File: src/rtl/tpc_pkg.sv
package tpc_pkg;
    localparam int TOGGLE_BIT = 6;
    localparam int LIMIT_BIT  = 5;
    localparam logic [7:0] RESET_CMD = 8'hF0;

    typedef enum logic [2:0] {
        ST_IDLE,
        ST_RD_FIRST,
        ST_RD_SECOND,
        ST_CHK_FIRST,
        ST_CHK_SECOND,
        ST_RST_WR,
        ST_FINISH
    } tpc_state_e;

    typedef enum logic [1:0] {
        RES_NONE    = 2'b00,
        RES_PASS    = 2'b01,
        RES_DEVFAIL = 2'b10,
        RES_TIMEOUT = 2'b11
    } tpc_result_e;
endpackage

File: src/rtl/tpc_pair_cmp.sv
module tpc_pair_cmp (
    input  logic clk,
    input  logic rst_n,
    input  logic load,
    input  logic tog_in,
    output logic toggled
);
    logic first_q;

    always_ff @(posedge clk) begin
        if (!rst_n)
            first_q <= 1'b0;
        else if (load)
            first_q <= tog_in;
    end

    assign toggled = first_q ^ tog_in;
endmodule

File: src/rtl/tpc_poll_cnt.sv
module tpc_poll_cnt #(
    parameter int MAX_POLLS = 4096
) (
    input  logic clk,
    input  logic rst_n,
    input  logic clr,
    input  logic inc,
    output logic last
);
    localparam int CW = $clog2(MAX_POLLS + 1);
    localparam logic [CW-1:0] LAST_VAL = CW'(MAX_POLLS - 1);

    logic [CW-1:0] cnt_q;

    always_ff @(posedge clk) begin
        if (!rst_n || clr)
            cnt_q <= '0;
        else if (inc)
            cnt_q <= cnt_q + 1'b1;
    end

    assign last = (cnt_q == LAST_VAL);
endmodule

File: src/rtl/toggle_poll_ctrl.sv
module toggle_poll_ctrl
    import tpc_pkg::*;
#(
    parameter int AW        = 24,
    parameter int MAX_POLLS = 4096
) (
    input  logic          clk,
    input  logic          rst_n,
    input  logic          start,
    input  logic          abort,
    input  logic [AW-1:0] sector_addr,
    output logic          rd_req,
    output logic [AW-1:0] rd_addr,
    input  logic          rd_valid,
    input  logic [7:0]    rd_data,
    output logic          wr_req,
    output logic [AW-1:0] wr_addr,
    output logic [7:0]    wr_data,
    input  logic          wr_ack,
    output logic          done,
    output logic [1:0]    result
);
    tpc_state_e  state_q, state_d;
    tpc_result_e res_q, res_d;
    logic [AW-1:0] addr_q;

    logic tog_bit, lim_bit, toggled, poll_last;
    logic rd_done, load_first, cnt_clr, cnt_inc, accept;
    logic unused_bits;

    assign tog_bit     = rd_data[TOGGLE_BIT];
    assign lim_bit     = rd_data[LIMIT_BIT];
    assign unused_bits = ^{rd_data[7], rd_data[4:0]};

    assign rd_done = rd_req && rd_valid;
    assign accept  = (state_q == ST_IDLE) && start && !abort;

    assign load_first = rd_done &&
        ((state_q == ST_RD_FIRST) || (state_q == ST_CHK_FIRST));
    assign cnt_clr = accept;
    assign cnt_inc = rd_done && (state_q == ST_RD_SECOND) &&
                     toggled && !lim_bit;

    tpc_pair_cmp u_cmp (
        .clk     (clk),
        .rst_n   (rst_n),
        .load    (load_first),
        .tog_in  (tog_bit),
        .toggled (toggled)
    );

    tpc_poll_cnt #(.MAX_POLLS(MAX_POLLS)) u_cnt (
        .clk   (clk),
        .rst_n (rst_n),
        .clr   (cnt_clr),
        .inc   (cnt_inc),
        .last  (poll_last)
    );

    // next-state logic
    always_comb begin
        state_d = state_q;
        res_d   = res_q;
        if (abort) begin
            state_d = ST_IDLE;
        end else begin
            unique case (state_q)
                ST_IDLE:
                    if (start) state_d = ST_RD_FIRST;
                ST_RD_FIRST:
                    if (rd_valid) state_d = ST_RD_SECOND;
                ST_RD_SECOND:
                    if (rd_valid) begin
                        if (!toggled) begin
                            res_d   = RES_PASS;
                            state_d = ST_FINISH;
                        end else if (lim_bit) begin
                            state_d = ST_CHK_FIRST;
                        end else if (poll_last) begin
                            res_d   = RES_TIMEOUT;
                            state_d = ST_FINISH;
                        end else begin
                            state_d = ST_RD_FIRST;
                        end
                    end
                ST_CHK_FIRST:
                    if (rd_valid) state_d = ST_CHK_SECOND;
                ST_CHK_SECOND:
                    if (rd_valid) begin
                        if (!toggled) begin
                            res_d   = RES_PASS;
                            state_d = ST_FINISH;
                        end else begin
                            state_d = ST_RST_WR;
                        end
                    end
                ST_RST_WR:
                    if (wr_ack) begin
                        res_d   = RES_DEVFAIL;
                        state_d = ST_FINISH;
                    end
                ST_FINISH:
                    state_d = ST_IDLE;
                default:
                    state_d = ST_IDLE;
            endcase
        end
    end

    // state register
    always_ff @(posedge clk) begin
        if (!rst_n) begin
            state_q <= ST_IDLE;
            res_q   <= RES_NONE;
            addr_q  <= '0;
        end else begin
            state_q <= state_d;
            res_q   <= res_d;
            if (accept)
                addr_q <= sector_addr;
        end
    end

    // outputs
    always_comb begin
        rd_req  = 1'b0;
        wr_req  = 1'b0;
        done    = 1'b0;
        result  = RES_NONE;
        rd_addr = addr_q;
        wr_addr = addr_q;
        wr_data = RESET_CMD;
        unique case (state_q)
            ST_RD_FIRST, ST_RD_SECOND,
            ST_CHK_FIRST, ST_CHK_SECOND: rd_req = 1'b1;
            ST_RST_WR:                   wr_req = 1'b1;
            ST_FINISH: begin
                done   = 1'b1;
                result = res_q;
            end
            default: ;
        endcase
    end
endmodule

File: config.mk
export PLATFORM = sky130hd
export DESIGN_NAME = toggle_poll_ctrl
export DESIGN_NICKNAME = d
export VERILOG_FILES = /design/src/rtl/tpc_pkg.sv /design/src/rtl/tpc_pair_cmp.sv /design/src/rtl/tpc_poll_cnt.sv /design/src/rtl/toggle_poll_ctrl.sv
export SDC_FILE = /design/constraint.sdc
export NUM_CORES = 1
export LEC_CHECK = 0
export BUFFER_PORTS_ARGS = -buffer_cell sky130_fd_sc_hd__clkbuf_2
export CAP_MARGIN = 10
export CORE_MARGIN = 2
export CORE_UTILIZATION = 42
export DETAILED_ROUTE_END_ITERATION = 12
export PLACE_DENSITY_LB_ADDON = 0.12
export SYNTH_ARGS = -nofsm -noshare
export SYNTH_HDL_FRONTEND = slang
export SYNTH_HIERARCHICAL = 1
export SYNTH_SLANG_ARGS = --single-unit
File: constraint.sdc
create_clock -name clk -period 2.2 [get_ports clk]
set_input_delay 0.11 -clock clk [delete_from_list [all_inputs] [get_ports clk]]
set_output_delay 0.11 -clock clk [all_outputs]
set_load 0.005 [all_outputs]
-- Word level (Yosys, flattened, before mapping)
Cells that the tools add are included.
W data, S select, Z words.
- flip-flop bits (word level): 43
- input port bits: 38
- output and inout bits: 61
- logic and storage cells: 66
- add/sub/neg operators: 1
- eq/ne operators: 16
- muxes and demuxes: 23
- bitwise operators: 3
- reduce and logical (&&, ||, !) cells: 18
- operators with widths (operator ; number):
    $mux W3 ; 9
    $mux W2 ; 9
    $pmux W3 S6 ; 1
    $ne A2 B2 Y1 const B ; 7
    $add A13 B1 Y13 const B ; 1
    $eq A13 B12 Y1 const B ; 1
    $eq A3 B3 Y1 const B ; 3
    $reduce_and A8 Y1 ; 1
    $logic_and A1 B1 Y1 ; 7
    $eq A3 B2 Y1 const B ; 2
    $ne A3 B3 Y1 const B ; 2
    $pmux W2 S3 ; 1
    $reduce_and A6 Y1 ; 1
    $reduce_or A4 Y1 ; 1
    $eq A3 B1 Y1 const B ; 1
    $logic_not A1 Y1 ; 3
    $logic_not A3 Y1 ; 1
    $mux W1 ; 3
    $reduce_bool A3 Y1 ; 1
    $logic_or A1 B1 Y1 ; 2
    $not A1 Y1 ; 2
    $reduce_or A2 Y1 ; 1
    $xor A1 B1 Y1 ; 1

-- Logic depth before layout (Yosys ltp)
- depth in word-level cells: 7
- mapped depth: 7

-- Hierarchy
Netlist, hierarchy kept.
- modules (own cells, without submodules) (module ; times used ; cells an instance ; area each (um2) ; seq. area each (um2)):
    toggle_poll_ctrl ; 1 ; 195 ; 1602.8 ; 580.6
    tpc_poll_cnt ; 1 ; 67 ; 614.3 ; 260.2
    tpc_pair_cmp ; 1 ; 4 ; 45.0 ; 20.0

-- Least setup slack after synthesis
No wires, ideal clock.
- path type: flip-flop to flip-flop
- start: reg state_q[1]
- end: reg u_cnt.cnt_q[12]
- setup time: 70 ps
- arrival time: 1771 ps
- data required time: 2130 ps
- setup slack: 359 ps
- stages on the path, launching flop included: 8
- path buffers: 2
- period minus slack after synthesis: 1841 ps
- path through: dfxtp_1 > buf_6 > and3_1 > nor3b_1 > buf_2 > nand4_2 > or4_1 > a21oi_1
- word-level cells in the longest chain between the ends: 7
- elaborated cells on any way between the ends: 14
- classes of those cells: eq/ne (4); mux (1); reduce/logical (9)
- ends and longest elaborated chain (item ; line ; text):
    start: declaration ; toggle_poll_ctrl.sv:23 ; tpc_state_e state_q, state_d;
    start signal: assignment ; toggle_poll_ctrl.sv:117 ; state_q <= state_d;
    $eq A3 B1 Y1, or another cell as far along ; toggle_poll_ctrl.sv:133 ; unique case (state_q)
    $reduce_or A4 Y1 ; toggle_poll_ctrl.sv:133 ;
    $mux W1 ; toggle_poll_ctrl.sv:133 ;
    $logic_and A1 B1 Y1 ; toggle_poll_ctrl.sv:35 ; assign rd_done = rd_req && rd_valid;
    $logic_and A1 B1 Y1 * (2 in a row) ; toggle_poll_ctrl.sv:41 ; assign cnt_inc = rd_done && (state_q == ST_RD_SECOND) &&
    $logic_and A1 B1 Y1 * ; toggle_poll_ctrl.sv:42 ; toggled && !lim_bit;
    net cnt_inc ; toggle_poll_ctrl.sv:28 ; logic rd_done, load_first, cnt_clr, cnt_inc, accept;
    end signal: assignment ; tpc_poll_cnt.sv:19 ; cnt_q <= cnt_q + 1'b1;
    end: declaration ; tpc_poll_cnt.sv:13 ; logic [CW-1:0] cnt_q;
Mark *: on every way through the listed nets, which the timed path passes. The rest lies on a longest branch.
A chain may end at the register's enable or synchronous reset.

-- Worst setup path after layout
- start: reg state_q[2]
- end: reg u_cnt.cnt_q[12]
Same word-level chain as after synthesis.

==> flow_results.org <==
** Power
- Portion of total power attributed to the clock network :: 40.0%
- Switching power :: 0.0004171 W
- The worst-case IR drop observed on VDD is 0.0003354 V.
- In this run the power density over the cells is between 600 and 700 nW/µm².
- Post-route total power :: about 0.0018 W
- In this run the static leakage power is 1.172 nW.
- Combinational logic is responsible for 13.9% of the overall power.
- Sequential power share :: 46.1%
- Of the total power, the share spent switching nets is 23.24%.
- Internal power component :: 0.001378 W

** Yosys
- Most instantiated cells after synthesis :: 57 x sky130_fd_sc_hd__nand2_1, 43 x sky130_fd_sc_hd__dfxtp_1, 32 x sky130_fd_sc_hd__buf_4
- After synthesis, the share of flip-flops with an asynchronous set or reset is 0%.
- For this run, the register share of the synthesized area comes to 38.05%.
- Mean instance size in the synthesized netlist :: 8.504 µm²
- Post-Syn Area :: 2262 µm²
- By area the synthesized netlist is led by sky130_fd_sc_hd__dfxtp_1 38%, sky130_fd_sc_hd__buf_4 11%, sky130_fd_sc_hd__nand2_1 9.5%.
- The synthesized design contains 43 register bits.
- Yosys top cell by area :: sky130_fd_sc_hd__dfxtp_1
- Among all flip-flop cells after synthesis, the most frequent one is sky130_fd_sc_hd__dfxtp_1.
- By instance count, the leading cell after synthesis is sky130_fd_sc_hd__nand2_1.
- In this run, distinct cell masters in the synthesized netlist total 51.
- Synthesis produced a netlist whose cell count is 266.
- Synth Warn # :: 6
- In this run, synthesis inferred 0 flip-flops with an integrated enable.
- Post-synth top area share :: 38.05%

** Clock network
- The H-tree was split into 2 levels.
- Sinks on the clock net :: 43
- Clock latency on the worst-skew pair, taken at its later pin, is between 0.2 and 0.3 ns.
- Post-CTS clock slew at the launch and capture registers of the worst setup and hold paths :: around 0.08 ns
- TritonCTS created 5 clock buffers.
- TritonCTS clock tree :: yes
- CTS max path bufs :: 2
- Buffers inserted to repair hold after CTS numbered 0.
- CTS root buffer :: sky130_fd_sc_hd__clkbuf_8

** Final layout
- Compared with the post-synthesis result, the final layout area differs by 17.70%.
- In the final layout, the share of cells above drive strength 1 is 34.86%.
- Combined area of the multi-input logic cells :: about 1100 µm²
- FF/Latch Area :: 860.8 µm²
- Post-layout utilization of the core :: 51.80%
- Filler cell count in the final layout :: approximately 510
- In the final design database the tool counted 365 nets.
- Antenna diodes :: 0

** Worst setup path
- Slowest cell on the critical path :: sky130_fd_sc_hd__or4_1
- Of all nets on the critical path, the largest fanout is 7.
- Cells on worst reg2reg path :: 7
- Launching element type of the critical path :: register
- STA classifies the critical path endpoint as a register.
- Buffers and inverters on the worst path :: 1
- For the worst setup path, the data required time is 2.42 ns.
- Cells along the critical path :: nor2_1, and3_1, nor3b_1, buf_4, nand4_2, or4_1, a21oi_1
- Family with the most delay on the worst path :: simple AND/OR/NAND/NOR gates
- Number of gates on the worst path with buffers counted :: 7
- Crit path kind :: reg -> reg
- Arrival time worst endpoint :: 2.20 ns
- Stage delay of the slowest cell on the critical path :: 0.50 ns

** Floorplanning
- Pin placement for this block handled 99 I/O pins.
- Row generation in the floorplan step produced 26 rows.
- From bottom edge to top edge, the die measures 77.39 µm.
- The core region is between 5000 and 6000 µm².
- The initial utilization of the core area, before any placement, comes to 44.01%.
- Horiz. Die Dim :: 77.39 µm
- The floorplan step defined a die boundary enclosing 5989 µm².

** Placed design
- Port buffering added 84 buffers.
- Detailed placement finished with a half-perimeter wire length of 3309 µm.
- Gpl congestion :: 0.7678

** STA
- Between clock sinks in the finished design, the worst skew comes to 0.004025 ns.
- Setup repair after global routing left no endpoint under its margin.
- Setup violations remaining at the end of the flow were counted as 0.
- For this run, the top clock speed supported by timing is ~0.50 GHz.
- Total count of max-transition violations in the final report :: 0
- Minimum period implied by the final worst setup slack :: 1.981 ns
- Measured against its own limit, the worst slew margin works out to around 65%.
- The total count of hold-check failures in the final report is 0.
- Of the available clock period, the critical path in the final layout requires between 90% and 100%.
- For the pin with the worst max-slew slack, the measured transition is 0.5211 ns.
- Setup_tns :: 0 ns

** Drt
- The detail route stage leaves a number of antenna-violating nets equal to 0.
- Vias post-DR :: 1873
- Routed metal-1 wire length :: 2286 µm
- In the routed design, unresolved DRC markers number 0.
- After detailed routing, the number of vias per cell comes to roughly 4.7.
- The routed design uses 333 µm of met3 wire.
- Initial DRC Count :: 66
- Routed len/inst :: 11.52 µm
- The detailed router used layers up to and including met4.
- Wire length after detailed routing :: 4572 µm
- Met2 WL :: ~1900 µm
- First-pass DRT Iterations :: 4

** Run status
- The flow ran to the end, and the final reports show no timing, DRC or antenna violations.

** Global routing
- Total global routing overflow :: 0
- The initial antenna violation count came to 0.
- The number of global-route vias before repair was 1636.
- Global-route wire length before repair :: 7555 µm
- Entering global routing, the biggest net connects 31 pins.
- Global routing used 15.33% of the available tracks across all layers.

** Min path
- The worst hold path belongs to the class in -> reg.
- Hold Crit Depth :: 3

** Job
- The tool flagged a number of max-cap violations equal to 0.
timing repair:
action                                  in CTS  in global routing
resized for setup                            0                  1
endpoints found under the hold margin        0                  0
buffers inserted                             0                  0
endpoints found under the setup margin       0                  2
path summary, 6_finish.rpt:
check,from,end,slack [ns]
setup / recovery,state_q[2]$_SDFFE_PP0P_,u_cnt/cnt_q[12]$_SDFFE_PP0P_,0.22
setup reg to reg,state_q[2]$_SDFFE_PP0P_,u_cnt/cnt_q[12]$_SDFFE_PP0P_,0.22
hold reg to reg,res_q[1]$_SDFFE_PN0P_,res_q[1]$_SDFFE_PN0P_,0.46
hold / removal,sector_addr[21],rd_addr[21]$_SDFFE_PN0P_,0.03
tightest hold or removal path: cells and delay by family:
| kind | cells | cell delay [ns] |
|---|---|---|
| compound gates | 1 | 0.05 |
| simple gates | 1 | 0.04 |
| buf+inv | 1 | 0.08 |
routing by layer:
| metal | global-route usage, % | up-vias |
|---|---|---|
| met4 | 4.286 | 0 |
| li1 | - | 989 |
| met1 | 20.61 | 803 |
| met3 | 4.070 | 6 |
| met2 | 24.26 | 75 |
| met5 | 0 | - |
power groups by stage:
stage | clock network, W | registers (W) | logic (W)
finish | 0.000718 | 0.000828 | 0.000249
floorplan | 0 | 0.000848 | 0.000185
CTS | 0.000745 | 0.000828 | 0.000252
global placement | 0 | 0.000845 | 0.000252
detailed placement | 0 | 0.000846 | 0.000251
global route | 0.000781 | 0.000833 | 0.000279
cell type report:
cell class,count,area share (%)
multi-input cells,181,41.07
flip-flops and latches,43,32.33
repair buffers,91,17.76
well taps,70,3.289
clock buffers,6,2.726
clock inverters,2,2.256
inverters,4,0.5639
cell families after synthesis:
family / share of synthesized area, %
buffers and inverters: 14.93
AO/OA/AOI/OAI: 17.26
other: 0.3320
adder cells (fa/ha/maj): 0.5530
AND/OR/NAND/NOR: 25.17
XOR/XNOR: 1.936
flip-flops: 38.05
multiplexers: 1.770
cells in the final DEF (no fill, tap or decap), types with 3 or more instances in the layout:
master,synthesis,layout
sky130_fd_sc_hd__a21boi_0,19,19
sky130_fd_sc_hd__a21boi_1,5,5
sky130_fd_sc_hd__a21oi_1,13,13
sky130_fd_sc_hd__buf_4,32,7
sky130_fd_sc_hd__clkbuf_2,0,84
sky130_fd_sc_hd__clkbuf_8,1,5
sky130_fd_sc_hd__conb_1,2,8
sky130_fd_sc_hd__dfxtp_1,43,43
sky130_fd_sc_hd__inv_1,3,3
sky130_fd_sc_hd__mux2i_1,4,4
sky130_fd_sc_hd__nand2_1,57,57
sky130_fd_sc_hd__nand2b_1,4,4
sky130_fd_sc_hd__nand3_1,3,3
sky130_fd_sc_hd__nand4_1,3,3
sky130_fd_sc_hd__nor2_1,9,9
sky130_fd_sc_hd__nor3_1,3,3
sky130_fd_sc_hd__o21ai_0,5,5
sky130_fd_sc_hd__o31ai_1,4,4
sky130_fd_sc_hd__or3_1,5,5
sky130_fd_sc_hd__or4_1,4,4
sequential cells by signal, summed over array words and instances (netlist names):
signal and flops:
rd_addr 24, state_q 3, res_q 2, u_cnt/cnt_q 13
u_cmp/first_q 1
through the flow:
stage                     cells  hold WS [ns]  area, µm²  setup slack, ns
after global routing        397       0.02327       2663          0.03512
after detailed placement    389        0.3394       2522           0.1590
final                       397       0.03063       2663           0.2189
after CTS                   397       0.02015       2655           0.1502
after global placement      389        0.3346       2522           0.2231
after floorplan             272        0.2382       2285           0.3590
Note: power is estimated with default switching activity, not from simulation.
